`config.mk`:
```
export PLATFORM = sky130hd
export DESIGN_NAME = baud_tick_gen
export DESIGN_NICKNAME = d
export VERILOG_FILES = /design/src/rtl/baud_pkg.sv /design/src/rtl/baud_opclk.sv /design/src/rtl/baud_sampler.sv /design/src/rtl/baud_tick_gen.sv
export SDC_FILE = /design/constraint.sdc
export NUM_CORES = 1
export LEC_CHECK = 0
export ABC_AREA = 1
export BUFFER_PORTS_ARGS = -buffer_cell sky130_fd_sc_hd__buf_4
export CORE_MARGIN = 2
export CORE_UTILIZATION = 40
export DETAILED_ROUTE_END_ITERATION = 10
export PLACE_DENSITY = 0.7
export SLEW_MARGIN = 5
export SYNTH_ARGS = -nofsm -noshare
export SYNTH_HDL_FRONTEND = slang
export SYNTH_SLANG_ARGS = --single-unit
```
`constraint.sdc`:
```
create_clock -name clk -period 2.7 [get_ports clk]
set_input_delay 0.405 -clock clk [delete_from_list [all_inputs] [get_ports clk]]
set_output_delay 0.405 -clock clk [all_outputs]
set_load 0.01 [all_outputs]
```
`src/rtl/baud_pkg.sv`:
```
package baud_pkg;
    localparam int DIV_W     = 8;
    localparam int FINE_W    = 4;
    localparam int OS_HI     = 16;
    localparam int OS_LO     = 4;
    localparam int SMP_W     = $clog2(OS_HI);
    localparam int SRC_N     = 4;
    localparam int SRC_SEL_W = $clog2(SRC_N);
    localparam int PRE_SEL_W = 2;
    localparam int PRE_CNT_W = (1 << PRE_SEL_W) - 1;

    typedef struct packed {
        logic [DIV_W-1:0]  div;
        logic              quarter;
        logic [FINE_W-1:0] fine;
    } baud_cfg_t;
endpackage

```
`src/rtl/baud_opclk.sv`:
```
module baud_opclk
    import baud_pkg::*;
(
    input  logic                 clk,
    input  logic                 rst_n,
    input  logic [SRC_N-1:0]     src_tick,
    input  logic [SRC_SEL_W-1:0] src_sel,
    input  logic [PRE_SEL_W-1:0] prediv_sel,
    input  logic                 restart,
    input  logic                 dbg_halt,
    input  logic                 dbg_run,
    output logic                 op_en
);
    typedef struct packed {
        logic [PRE_CNT_W-1:0] pre_cnt;
    } opclk_st_t;

    opclk_st_t st_d, st_q;
    logic                 supplied;
    logic                 src_now;
    logic [PRE_CNT_W-1:0] mask;

    always_comb begin
        st_d     = st_q;
        op_en    = 1'b0;
        supplied = !(dbg_halt && !dbg_run);
        src_now  = src_tick[src_sel];
        mask     = PRE_CNT_W'((1 << prediv_sel) - 1);
        if (restart) begin
            st_d.pre_cnt = '0;
        end else if (supplied && src_now) begin
            if ((st_q.pre_cnt & mask) == mask) begin
                op_en        = 1'b1;
                st_d.pre_cnt = '0;
            end else begin
                st_d.pre_cnt = st_q.pre_cnt + 1'b1;
            end
        end
    end

    always_ff @(posedge clk or negedge rst_n) begin
        if (!rst_n) st_q <= '0;
        else        st_q <= st_d;
    end

    p_hold_in_debug_r6: assert property (@(posedge clk) disable iff (!rst_n)
        (dbg_halt && !dbg_run && !restart) |=> $stable(st_q.pre_cnt));

    p_prediv_spacing_r5: assert property (@(posedge clk) disable iff (!rst_n)
        (op_en && prediv_sel != '0) |=> (!op_en || prediv_sel == '0));
endmodule

```
`src/rtl/baud_sampler.sv`:
```
module baud_sampler
    import baud_pkg::*;
(
    input  logic      clk,
    input  logic      rst_n,
    input  logic      op_en,
    input  logic      restart,
    input  baud_cfg_t cfg_in,
    output logic      sample_tick,
    output logic      bit_strobe
);
    typedef struct packed {
        logic [DIV_W-1:0]  div_cnt;
        logic [SMP_W-1:0]  smp_cnt;
        logic [FINE_W-1:0] stl_cnt;
        logic              stalling;
        baud_cfg_t         cfg;
        logic              smp;
        logic              bit_end;
    } smp_st_t;

    smp_st_t st_d, st_q;
    logic [SMP_W-1:0] last_smp;

    always_comb begin
        st_d         = st_q;
        st_d.smp     = 1'b0;
        st_d.bit_end = 1'b0;
        last_smp     = st_q.cfg.quarter ? SMP_W'(OS_LO - 1) : SMP_W'(OS_HI - 1);
        if (restart) begin
            st_d.div_cnt  = '0;
            st_d.smp_cnt  = '0;
            st_d.stl_cnt  = '0;
            st_d.stalling = 1'b0;
            st_d.cfg      = cfg_in;
        end else if (op_en) begin
            if (st_q.stalling) begin
                if (st_q.stl_cnt == st_q.cfg.fine - 1'b1) begin
                    st_d.stalling = 1'b0;
                    st_d.stl_cnt  = '0;
                    st_d.bit_end  = 1'b1;
                    st_d.cfg      = cfg_in;
                end else begin
                    st_d.stl_cnt = st_q.stl_cnt + 1'b1;
                end
            end else if (st_q.div_cnt == st_q.cfg.div) begin
                st_d.div_cnt = '0;
                st_d.smp     = 1'b1;
                if (st_q.smp_cnt == last_smp) begin
                    st_d.smp_cnt = '0;
                    if (st_q.cfg.fine == '0) begin
                        st_d.bit_end = 1'b1;
                        st_d.cfg     = cfg_in;
                    end else begin
                        st_d.stalling = 1'b1;
                    end
                end else begin
                    st_d.smp_cnt = st_q.smp_cnt + 1'b1;
                end
            end else begin
                st_d.div_cnt = st_q.div_cnt + 1'b1;
            end
        end
    end

    always_ff @(posedge clk or negedge rst_n) begin
        if (!rst_n) st_q <= '0;
        else        st_q <= st_d;
    end

    assign sample_tick = st_q.smp;
    assign bit_strobe  = st_q.bit_end;

    p_div_bound_r2: assert property (@(posedge clk) disable iff (!rst_n)
        st_q.div_cnt <= st_q.cfg.div);

    p_smp_bound_r3: assert property (@(posedge clk) disable iff (!rst_n)
        st_q.smp_cnt <= (st_q.cfg.quarter ? SMP_W'(OS_LO - 1) : SMP_W'(OS_HI - 1)));

    p_strobe_aligned_r4: assert property (@(posedge clk) disable iff (!rst_n)
        bit_strobe |-> (st_q.div_cnt == '0 && st_q.smp_cnt == '0 && !st_q.stalling));

    p_freeze_r6: assert property (@(posedge clk) disable iff (!rst_n)
        (!op_en && !restart) |=> ($stable(st_q.div_cnt) && $stable(st_q.smp_cnt)
                                  && $stable(st_q.stl_cnt) && $stable(st_q.stalling)));

    p_cfg_boundary_r8: assert property (@(posedge clk) disable iff (!rst_n)
        !$stable(st_q.cfg) |-> (bit_strobe || $past(restart)));
endmodule

```
`src/rtl/baud_tick_gen.sv`:
```
module baud_tick_gen
    import baud_pkg::*;
(
    input  logic                 clk,
    input  logic                 rst_n,
    input  logic [SRC_N-1:0]     src_tick,
    input  logic [SRC_SEL_W-1:0] src_sel,
    input  logic [PRE_SEL_W-1:0] prediv_sel,
    input  logic                 os_quarter,
    input  logic [DIV_W-1:0]     base_div,
    input  logic [FINE_W-1:0]    fine_adj,
    input  logic                 restart,
    input  logic                 dbg_halt,
    input  logic                 dbg_run,
    output logic                 sample_tick,
    output logic                 bit_strobe
);
    logic      op_en;
    baud_cfg_t cfg_in;

    assign cfg_in = '{div: base_div, quarter: os_quarter, fine: fine_adj};

    baud_opclk u_opclk (
        .clk        (clk),
        .rst_n      (rst_n),
        .src_tick   (src_tick),
        .src_sel    (src_sel),
        .prediv_sel (prediv_sel),
        .restart    (restart),
        .dbg_halt   (dbg_halt),
        .dbg_run    (dbg_run),
        .op_en      (op_en)
    );

    baud_sampler u_sampler (
        .clk         (clk),
        .rst_n       (rst_n),
        .op_en       (op_en),
        .restart     (restart),
        .cfg_in      (cfg_in),
        .sample_tick (sample_tick),
        .bit_strobe  (bit_strobe)
    );

    p_quiet_after_reset_r1: assert property (@(posedge clk)
        !rst_n |=> (!sample_tick && !bit_strobe));
endmodule

```
==> results.yml <==
outcome:
  status: "finished clean"
place:
  port_buffers: 27
  dp_hpwl_mm: 3.330
  dp_slack_ps: 877.9
  finalWeightedCongestion: 0.8020
run:
  maxCapViolations: 0
detailed_routing:
  wl_mm: 4.382
  ant_nets: 0
  drc: 0
  via_per_inst: 4.835
  drtPass1Iterations: 4
  wl_per_cell_um: 11.69
  dr.first_iter.drc_count: 100
  via_count: 1813
timing:
  fin_worst_skew_ps: 2.893
  rsz0062_at_grt: "no"
  fmax_mhz: 547.8
  fin_crit_sh_pct: 67.61
  slew_viol_final: 0
  worstMarginPinSlew_ps: 525.8
  hold_viol: 0
  setup_viol: 0
  slew_headroom_pct: 64.71
  finalSetupTns_ps: 0
  fin_crit_ps: 1825
  finalWorstSetupSlack_ps: 874.6
power:
  p_per_area_nw_per_um2: 517.3
  p_leak_nw: 1.297
  peakVddDrop_uv: 271.5
final_layout:
  synthToLayoutAreaGrowth_pct: 15.69
  drive_gt1_share_pct: 24.09
  most-common-layout-cells: "nand2_1, dfrtp_1, nand3_1, buf_4, inv_1"
  layout_commonest_cell: "nand2_1"
  nets: 335
  diodes: 0
global_routing:
  grt_max_degree: 36
  grt.total_usage_pct: 16.01
  grt_pass1_vias: 1735
  grt_antenna_before_repair: 0
  grt_pass1_wl_mm: 7.714
  overflow: 0
setup_path:
  worstPathMaxFanout: 14
  endpoint_kind: "register"
  reg2reg_depth: 10
  critPathKind: "reg2reg"
  crit_required_ps: 2880
  r2r_slack_ps: 870
  r2r_end: "u_sampler.st_q[6]"
  r2r_start: "u_sampler.st_q[2]"
  critPathLaunchType: "register"
  arrival_ps: 2010
clocking:
  clk_pin_slew_ps: 70
  postCtsSetupBuffers: 0
  clockBufferDepth: 2
  cts_buffers: 5
  htree_num_levels: 2
  clock-sinks: 35
  postCtsHoldBufs: 0
  insertion_delay_ps: 290
  cts-root-buf: "clkbuf_8"
  post_cts_resize_count: 0
  cts_tree: "built"
yosys:
  ys_seq_area_share_pct: 39.66
  synthDistinctLibCells: 28
  yosysWarningCount: 0
  synth_area_um2: 2208
  synthCells: 272
  avgSynthCellArea_um2: 8.119
  ys_ff_latch: 35
  syn-num-nets: 304
die:
  pin_count: 28
  core_region_area_um2: 5405
  dieArea_um2: 6131
  fp.dieW_um: 78.30
  fp.dieH_um: 78.30
  rows: 27
  start_util_pct: 40.86
hold_path:
  worstHoldPathType: "in2async"
[where the power goes]
group          total [mW]  internal (mW)  switching, mW
Combinational       0.318          0.125          0.193
Sequential          0.618          0.570         0.0482
Clock               0.386          0.200          0.186
Total                1.32          0.895          0.426
[area by class of cell]
type,instances,area (um2)
clock buffers,6,82.58
well taps,72,90.09
inverters,33,123.9
multi-input cells,201,1175
fillers,539,2850
repair buffers,27,202.7
flip-flops and latches,35,875.8
clock inverters,1,5.005
[state kept, by name, summed over array words and instances, names as in the netlist]
| name | count |
|---|---|
| u_sampler.sample_tick | 1 |
| u_sampler.st_q | 30 |
| u_sampler.bit_strobe | 1 |
| u_opclk.st_q | 3 |
[Yosys cell counts]
library cell	count	area, um2
nand3_4	4	70.07
nor2_8	1	20.02
nor2_2	2	12.51
nand2_2	13	81.33
xnor2_1	8	70.07
nand3_1	27	135.1
inv_2	7	26.28
and3_1	1	6.260
or2_2	1	6.260
nor2_4	5	56.30
ha_1	6	75.07
o21ai_1	2	10.01
nor2_1	5	18.77
nand2_4	2	22.52
nor3_1	4	20.02
dfrtp_1	35	875.8
nand3b_1	2	15.01
inv_1	25	93.84
nand4_1	3	18.77
xor2_1	10	87.58
buf_6	3	33.78
a21oi_1	7	35.03
o21ai_0	15	75.07
nand2_1	78	292.8
o21ai_2	1	8.760
clkinv_1	1	3.750
o21bai_1	1	7.510
nand3_2	3	30.03
[metal layers]
metal / share of wire (%) / up-vias / wire [um] / track usage [%]
li1: - / 927 / - / -
met5: 0 / - / 0 / 0
met1: 46 / 843 / 2011 / 20.66
met2: 49 / 36 / 2136 / 26.72
met3: 3.5 / 7 / 155 / 3.103
met4: 1.8 / 0 / 78 / 5.965
[critical path: stages, from the launching register on]
cell and delay, ps:
dfrtp_1 380, inv_1 80, ha_1 310, xor2_1 130
nand2_1 100, nor2_4 140, nand3_2 110, nand3_4 170
nand2_4 160, nand2_1 100, nand2_1 50
[stage by stage]
stage	total power, mW	std cells	hold slack, ps	utilization, %	area [um2]
after floorplan	0.8609	272	109.4	-	2208
after global routing	1.401	375	96.45	47.27	2555
after CTS	1.339	375	68.84	47.27	2555
final	1.322	375	61.55	47.27	2555
after global placement	0.9349	368	388.0	45.65	2467
after detailed placement	0.9449	368	385.2	45.65	2467
[cells by family (layout without fill, tap and decap cells)]
kind of cell	after synthesis	after routing	synth area share (%)
xor gates and xnor gates	18	18	7.139
DFF	35	35	39.66
and+or+nand+nor	151	151	36.49
adders and majority gates	6	6	3.399
AOI/OAI and AO/OA	26	26	6.176
buffers and inverters	36	67	7.139
[how the worst max path moves through the flow]
stage | start | endpoint | slack (ps) | cells past startpoint
4_1_cts | u_sampler.st_q[2] | u_sampler.st_q[12] | 870 | 10
2_1_floorplan | u_sampler.st_q[2] | u_sampler.st_q[5] | 1030 | 11
3_5_place_dp | u_sampler.st_q[2] | u_sampler.st_q[12] | 880 | 10
3_3_place_gp | u_sampler.st_q[2] | u_sampler.st_q[2] | 930 | 10
5_1_grt | u_sampler.st_q[2] | u_sampler.st_q[12] | 710 | 10
6_report | u_sampler.st_q[2] | u_sampler.st_q[6] | 870 | 10
Power figures use the tool's default switching activity.
